File: src/rtl/bitimm_pkg.sv
package bitimm_pkg;
   // width of the operand field inside the instruction byte
   localparam int IDX_W = 3;
   localparam int OP_W  = 3;

   typedef enum logic [OP_W-1:0] {
      OP_ROL = 3'd0,
      OP_LSL = 3'd1,
      OP_LSR = 3'd2,
      OP_ASR = 3'd3,
      OP_CLR = 3'd4,
      OP_SET = 3'd5,
      OP_TOG = 3'd6,
      OP_EXT = 3'd7
   } bitop_e;

   // class tag carried in the two top bits of the instruction byte
   localparam logic [1:0] CLASS_TAG = 2'b10;
endpackage

File: src/rtl/bitimm_decode.sv
module bitimm_decode
   import bitimm_pkg::*;
(
   input  logic [7:0]       imm_i,
   output logic             hit_o,
   output bitop_e           op_o,
   output logic [IDX_W-1:0] arg_o
);
   always_comb begin
      hit_o = (imm_i[7:6] == CLASS_TAG);
      op_o  = bitop_e'(imm_i[5:3]);
      arg_o = imm_i[2:0];
   end
endmodule

File: src/rtl/bitimm_shift_step.sv
module bitimm_shift_step #(
   parameter int W = 8,
   parameter int S = 1
) (
   input  logic [W-1:0] d_i,
   input  logic [1:0]   sel_i,
   output logic [W-1:0] q_o
);
   generate
      if (S == 0) begin : g_pass
         logic [1:0] unused_sel;
         assign unused_sel = sel_i;
         assign q_o = d_i;
      end else begin : g_move
         always_comb begin
            case (sel_i)
               2'd0:    q_o = {d_i[W-1-S:0], d_i[W-1:W-S]};
               2'd1:    q_o = {d_i[W-1-S:0], {S{1'b0}}};
               2'd2:    q_o = {{S{1'b0}}, d_i[W-1:S]};
               default: q_o = {{S{d_i[W-1]}}, d_i[W-1:S]};
            endcase
         end
      end
   endgenerate
endmodule

File: src/rtl/bitimm_shifter.sv
module bitimm_shifter #(
   parameter int W           = 8,
   parameter bit LOG_SHIFTER = 1'b1,
   localparam int AW         = $clog2(W)
) (
   input  logic [W-1:0]  d_i,
   input  logic [1:0]    sel_i,
   input  logic [AW-1:0] amt_i,
   output logic [W-1:0]  q_o
);
   generate
      if (W != (1 << AW)) begin : g_bad_w
         $error("bitimm_shifter: W must be a power of two");
      end

      if (LOG_SHIFTER) begin : g_log
         logic [AW:0][W-1:0] stage;
         assign stage[0] = d_i;
         for (genvar k = 0; k < AW; k++) begin : g_stage
            logic [W-1:0] moved;
            bitimm_shift_step #(.W(W), .S(1 << k)) step_i (
               .d_i   (stage[k]),
               .sel_i (sel_i),
               .q_o   (moved)
            );
            assign stage[k+1] = amt_i[k] ? moved : stage[k];
         end
         assign q_o = stage[AW];
      end else begin : g_flat
         logic [W-1:0][W-1:0] cand;
         for (genvar n = 0; n < W; n++) begin : g_amt
            bitimm_shift_step #(.W(W), .S(n)) step_i (
               .d_i   (d_i),
               .sel_i (sel_i),
               .q_o   (cand[n])
            );
         end
         assign q_o = cand[amt_i];
      end
   endgenerate
endmodule

File: src/rtl/bitimm_bitop.sv
module bitimm_bitop #(
   parameter int W   = 8,
   localparam int AW = $clog2(W)
) (
   input  logic [W-1:0]  d_i,
   input  logic [1:0]    sel_i,
   input  logic [AW-1:0] idx_i,
   output logic [W-1:0]  q_o
);
   logic [W-1:0] mask;

   always_comb begin
      mask = '0;
      mask[idx_i] = 1'b1;
      case (sel_i)
         2'd0:    q_o = d_i & ~mask;
         2'd1:    q_o = d_i | mask;
         2'd2:    q_o = d_i ^ mask;
         default: q_o = {{(W-1){1'b0}}, d_i[idx_i]};
      endcase
   end
endmodule

File: src/rtl/bitimm_unit.sv
module bitimm_unit
   import bitimm_pkg::*;
#(
   parameter int         DATA_W      = 8,
   parameter bit         LOG_SHIFTER = 1'b1,
   parameter logic [7:0] RESET_VAL   = 8'h00
) (
   input  logic              clk,
   input  logic              rst_n,
   input  logic              valid_i,
   input  logic [DATA_W-1:0] acc_i,
   input  logic [7:0]        imm_i,
   output logic [DATA_W-1:0] acc_o
);
   generate
      if (DATA_W != (1 << IDX_W)) begin : g_bad_width
         $error("bitimm_unit: DATA_W must match the 3-bit index field");
      end
   endgenerate

   logic             hit;
   bitop_e           op;
   logic [IDX_W-1:0] arg;
   logic [DATA_W-1:0] shift_res, bit_res, next_acc, acc_q;

   bitimm_decode dec_i (
      .imm_i (imm_i),
      .hit_o (hit),
      .op_o  (op),
      .arg_o (arg)
   );

   bitimm_shifter #(.W(DATA_W), .LOG_SHIFTER(LOG_SHIFTER)) shf_i (
      .d_i   (acc_i),
      .sel_i (op[1:0]),
      .amt_i (arg),
      .q_o   (shift_res)
   );

   bitimm_bitop #(.W(DATA_W)) bop_i (
      .d_i   (acc_i),
      .sel_i (op[1:0]),
      .idx_i (arg),
      .q_o   (bit_res)
   );

   assign next_acc = op[2] ? bit_res : shift_res;

   always_ff @(posedge clk or negedge rst_n) begin
      if (!rst_n)
         acc_q <= RESET_VAL[DATA_W-1:0];
      else if (valid_i && hit)
         acc_q <= next_acc;
   end

   assign acc_o = acc_q;


   idle_hold_chk: assert property (@(posedge clk) disable iff (!rst_n)
      !valid_i |=> (acc_o == $past(acc_o)));


   foreign_class_chk: assert property (@(posedge clk) disable iff (!rst_n)
      (valid_i && imm_i[7:6] != 2'b10) |=> (acc_o == $past(acc_o)));


   asr_sign_chk: assert property (@(posedge clk) disable iff (!rst_n)
      (valid_i && imm_i[7:3] == 5'b10011) |=> (acc_o[DATA_W-1] == $past(acc_i[DATA_W-1])));


   clear_bit_chk: assert property (@(posedge clk) disable iff (!rst_n)
      (valid_i && imm_i[7:3] == 5'b10100) |=> !acc_o[$past(imm_i[2:0])]);


   insert_bit_chk: assert property (@(posedge clk) disable iff (!rst_n)
      (valid_i && imm_i[7:3] == 5'b10101) |=> acc_o[$past(imm_i[2:0])]);


   extract_range_chk: assert property (@(posedge clk) disable iff (!rst_n)
      (valid_i && imm_i[7:3] == 5'b10111) |=> (acc_o[DATA_W-1:1] == '0));


   zero_amount_chk: assert property (@(posedge clk) disable iff (!rst_n)
      (valid_i && imm_i[7:5] == 3'b100 && imm_i[2:0] == 3'd0) |=> (acc_o == $past(acc_i)));
endmodule

File: config.mk
export PLATFORM = sky130hd
export DESIGN_NAME = bitimm_unit
export DESIGN_NICKNAME = d
export VERILOG_FILES = /design/src/rtl/bitimm_pkg.sv /design/src/rtl/bitimm_decode.sv /design/src/rtl/bitimm_shift_step.sv /design/src/rtl/bitimm_shifter.sv /design/src/rtl/bitimm_bitop.sv /design/src/rtl/bitimm_unit.sv
export SDC_FILE = /design/constraint.sdc
export NUM_CORES = 1
export LEC_CHECK = 0
export BUFFER_PORTS_ARGS = -buffer_cell sky130_fd_sc_hd__clkbuf_2
export CORE_MARGIN = 2
export CORE_UTILIZATION = 45
export DETAILED_ROUTE_END_ITERATION = 10
export PLACE_DENSITY = 0.74
export SLEW_MARGIN = 20
export SYNTH_ARGS = -nofsm -noshare
export SYNTH_HDL_FRONTEND = slang
export SYNTH_HIERARCHICAL = 1
export SYNTH_SLANG_ARGS = --single-unit
File: constraint.sdc
create_clock -name clk -period 1.5 [get_ports clk]
set_input_delay 0.075 -clock clk [delete_from_list [all_inputs] [get_ports clk]]
set_output_delay 0.075 -clock clk [all_outputs]
set_load 0.005 [all_outputs]
Yosys cells after proc, flatten, opt, wreduce, memory -nomap -nowiden
Index checks and enable logic that the tools add are counted.

cells by class
  magnitude comparators = 2
  mux-type cells = 12
  reduce and logical (&&, ||, !) cells = 3
  bitwise logic cells = 4
  equality and inequality tests = 3

operators with widths
  cell                                                  number
  case mux 8 bit (3 select lines)                       4
  two-way mux 8 bit                                     4
  AND 8 bit                                             1
  inverter 8 bit                                        1
  bitwise OR 8 bit                                      1
  bitwise XOR 8 bit                                     1
  equality test 2 bit (second input constant)           2
  < comparator 3 x 4 -> 1 bit (second input constant)   1
  binary-select mux 1 bit (select 3 bit)                1
  demux 1 bit (select 3 bit)                            1
  >= comparator 3 x 1 -> 1 bit (second input constant)  1
  equality test 2 x 1 -> 1 bit (second input constant)  1
  logical AND 1 bit                                     2
  logical NOT 2 bit                                     1
  two-way mux 1 bit                                     2

word-level totals
  flip-flop bits (word level) = 8
  logic and storage cells = 25
  output and inout bits = 8
  bits of input ports = 19

Logic depth before layout (Yosys ltp)
  depth after elaboration = 8
  gate-level depth with buffers = 17
  gate-level depth less buffers = 14

By module
The synthesis kept the hierarchy.

modules (own cells, without submodules)
  module                                             sequential area each (um^2)  cells an instance  area an instance (um^2)  instances
  bitimm_bitop                                       0.0                          69                 570.5                    1
  bitimm_shifter                                     0.0                          68                 490.5                    1
  bitimm_unit                                        200.2                        37                 436.7                    1
  bitimm_shift_step (shf_i.g_log.g_stage[0].step_i)  0.0                          12                 127.6                    1
  bitimm_shift_step (shf_i.g_log.g_stage[1].step_i)  0.0                          13                 117.6                    1
  bitimm_shift_step (shf_i.g_log.g_stage[2].step_i)  0.0                          14                 78.8                     1
  bitimm_decode                                      0.0                          7                  58.8                     1

Worst setup path before layout
Ideal clock, no wire load.

  path type = input port to flip-flop
  from = input imm_i[4]
  to = register acc_q[0] (netlist: acc_o[0])
  setup slack = -0.573 ns
  data required time = 1.378 ns
  library setup time = 0.122 ns
  data arrival time = 1.950 ns
  stages = 14
  path buffers = 3
  cells stage by stage = buf_4 -> buf_6 -> mux2_4 -> mux2i_1 -> inv_1 -> mux2_4 -> inv_1 -> mux2i_1 -> and2_1 -> nor2b_1 -> a211oi_1 -> buf_4 -> mux2i_1 -> a21oi_2

RTL lines
  element                 RTL line           source
  start: declaration      bitimm_unit.sv:12  input logic [7:0] imm_i,
  end signal: assignment  bitimm_unit.sv:51  acc_q <= RESET_VAL[DATA_W-1:0];
  end signal: assignment  bitimm_unit.sv:53  acc_q <= next_acc;
  end: declaration        bitimm_unit.sv:24  logic [DATA_W-1:0] shift_res, bit_res, next_acc, acc_q;

==> results.json <==
{
  "critical_path_class": "in -> reg",
  "power.density_nw_per_um2": 550,
  "rr_endpoint": "acc_o[5]$_DFFE_PN0P_",
  "relSlewSlack_pct": 80.4,
  "slowest_delay_ps": 210,
  "routed.top_layer": "met4",
  "cts_tree": "yes",
  "hold_violations": 0,
  "dp_cells": 307,
  "ios": 27,
  "end_kind": "flip-flop",
  "rsz0062_at_grt": "yes",
  "cts_max_level": 1,
  "netlist_instances": 220,
  "wl_per_cell_um": 15.5,
  "root_buffer": "clkbuf_8",
  "final-max-slew-violation-count": 0,
  "fin_skew_ps": 0,
  "dieArea_um2": 4710,
  "largest_reg_flops": 8,
  "cp_max_fo": 5,
  "wl_met1_um": 2170,
  "worst_pin_slew_ps": 293,
  "p_leak_nw": 1.26,
  "layout.cells.non_filler": 327,
  "worst_ir_drop_vdd_mv": 0.340,
  "crit_buf_inv": 5,
  "r2r_start": "acc_o[5]$_DFFE_PN0P_",
  "pre_cts_slack_ps": -566,
  "die_h_um": 68.6,
  "firstDrtPassIters": 4,
  "cp.arrival_ps": 1950,
  "grt_pass1_vias": 1760,
  "io_buffers": 26,
  "violations": "negative setup slack",
  "drive_gt1_share_pct": 49.5,
  "cap_violations": 0,
  "clk_pin_slew_ps": 40,
  "critPathLaunch": "imm_i[4]",
  "holdCritPathClass": "in -> async",
  "ys_seq_area_share_pct": 10.6,
  "ant_nets": 0,
  "gp_congestion": 0.830,
  "dp_hpwl_um": 3500,
  "avgSynthCellArea_um2": 8.55,
  "rr_worst_depth": 2,
  "status": "finished, violations left",
  "slowest_stage": "mux2i_2",
  "critPathLaunchType": "input pin",
  "met3_length_um": 195,
  "r2r_slack_ps": 780,
  "initial_core_util_pct": 47.0,
  "layout_common_cells": "buf_4, mux2i_1, inv_1, clkbuf_2, ha_1",
  "finalCritPeriodShare_pct": 120,
  "syn_area_um2": 1880,
  "clk_latency_ps": 230,
  "areaGrowthSynthToFinish_pct": 31.1,
  "grt_max_degree": 23,
  "layout_setup_ws_ps": -296,
  "wl_met2_um": 2540,
  "crit_path_cell_trace": "clkbuf_16 -> buf_4 -> mux2_4 -> mux2i_4 -> inv_2 -> inv_2 -> o21ai_2 -> inv_1 -> mux2i_2 -> nand3_2 -> o21ai_1 -> nor2b_1 -> a211oi_1 -> mux2i_1 -> a21oi_2",
  "grt-ovfl-total": 0,
  "ys_seq_elements": 8,
  "clockBufferDepth": 2,
  "post-route-min-period_ps": 1800,
  "numCtsBuffers": 3,
  "synthDistinctLibCells": 37,
  "clkSinkCount": 8,
  "grt_util_all_layers_pct": 22.3,
  "crit_family": "multiplexers",
  "crit_end": "acc_o[4]$_DFFE_PN0P_",
  "via_per_inst": 5.39,
  "rows": 23,
  "grt_pass1_wl_um": 7860,
  "die_w_um": 68.6,
  "layout_commonest_cell": "buf_4",
  "dr_total_vias": 1761,
  "crit_required_ps": 1660,
  "yosys_warnings": 6,
  "finalSetupViolCount": 8,
  "num_antenna_cells": 0,
  "drcViolationCount": 0,
  "wirelength_um": 5060,
  "syn_nets": 255,
  "drtIter0Drc": 70,
  "critPathMostFrequentCell": "inv_2",
  "critical_path_depth": 15,
  "core_area_um2": 4000,
  "antenna_found_initial": 0,
  "final_nets": 314,
  "fmax_ghz": 0.557
}
==> power breakdown <==
group	leakage, nW	internal (mW)	total (mW)	switching (mW)
Sequential	0.0893	0.261	0.286	0.0247
Combinational	1.15	0.430	0.816	0.386
Clock	0.0216	0.173	0.254	0.0810
Total	1.26	0.864	1.36	0.492
==> cells by family after synthesis <==
group / Yosys count / synth area share, %
fa+ha+maj: 16 / 10.6
compound gates: 47 / 17.8
flops: 8 / 10.6
buf+inv: 62 / 20.0
mux: 43 / 25.6
simple gates: 44 / 15.4
==> worst register-to-register path, delay by kind of cell (launching register included) <==
kind,cells,cell delay [ps]
AOI/OAI and AO/OA,2,220
DFF,1,380
==> Yosys cell counts <==
library cell / count / area (um^2)
mux2_4: 10 / 150
buf_6: 10 / 113
or3b_1: 1 / 8.76
o21ai_0: 6 / 30.0
dfrtp_1: 8 / 200
nor2_2: 1 / 6.26
nand2_1: 5 / 18.8
mux2_2: 1 / 11.3
nor2_1: 3 / 11.3
o22ai_1: 8 / 50.1
nor2b_4: 1 / 13.8
o221ai_1: 1 / 8.76
a22o_1: 3 / 26.3
a221oi_2: 1 / 15.0
and2_4: 1 / 8.76
and2_1: 4 / 25.0
nor2b_2: 1 / 8.76
o21ai_1: 2 / 10.0
a31oi_1: 1 / 6.26
a221o_1: 1 / 10.0
or3_4: 1 / 11.3
nand2b_4: 1 / 13.8
a211oi_1: 6 / 45.0
nand2b_1: 2 / 12.5
mux2i_1: 32 / 320
clkbuf_1: 1 / 3.75
a21oi_1: 8 / 40.0
nor2b_1: 8 / 50.1
o211a_1: 1 / 10.0
inv_1: 33 / 124
ha_1: 16 / 200
buf_4: 18 / 135
nand3_1: 5 / 25.0
a21oi_2: 8 / 70.1
nor3b_1: 8 / 60.1
nand3b_1: 2 / 15.0
a211oi_2: 1 / 12.5
==> metrics by stage <==
stage | total power [mW] | util [%] | setup TNS, ps | hold WS [ps] | cell area (um^2)
after floorplan | 0.796 | - | -3330 | -221 | 1930
after detailed placement | 0.992 | 54.6 | -3800 | -71.2 | 2180
after CTS | 1.32 | 60.3 | -1580 | 232 | 2410
final | 1.36 | 61.7 | -1950 | 225 | 2470
after global routing | 1.45 | 61.7 | -2710 | 241 | 2470
after global placement | 0.973 | 54.6 | -3430 | -73.8 | 2180
==> worst min path at each step <==
stage          startpoint                    to  slack, ps  cells past startpoint
2_1_floorplan       rst_n  acc_o[0]$_DFFE_PN0P_       -220                      0
3_3_place_gp        rst_n  acc_o[2]$_DFFE_PN0P_        -70                      1
3_5_place_dp        rst_n  acc_o[6]$_DFFE_PN0P_        -70                      1
4_1_cts             rst_n  acc_o[2]$_DFFE_PN0P_        230                      2
5_1_grt             rst_n  acc_o[2]$_DFFE_PN0P_        240                      2
6_report            rst_n  acc_o[6]$_DFFE_PN0P_        220                      2
==> per-layer routing <==
metal  GRT usage [%]  up-vias
li1                -      861
met1            26.5      829
met2            40.9       57
met3            2.44       14
met4            8.25        0
met5               0        -
==> cell type report <==
class	instances	area, um^2
fillers	339	1530
well taps	50	62.6
repair buffers	83	641
clock buffers	3	41.3
flip-flops and latches	8	200
multi-input cells	150	1400
inverters	33	124
==> what timing repair did <==
action / 4_1_cts / 5_1_grt
setup buffers: 13 / 3
endpoints found under the hold margin: 8 / 0
endpoints found under the setup margin: 8 / 8
pin swaps: 14 / 8
gates cloned: 1 / 0
hold buffers: 1 / 0
resized for setup: 20 / 9
Power figures use the tool's default switching activity.
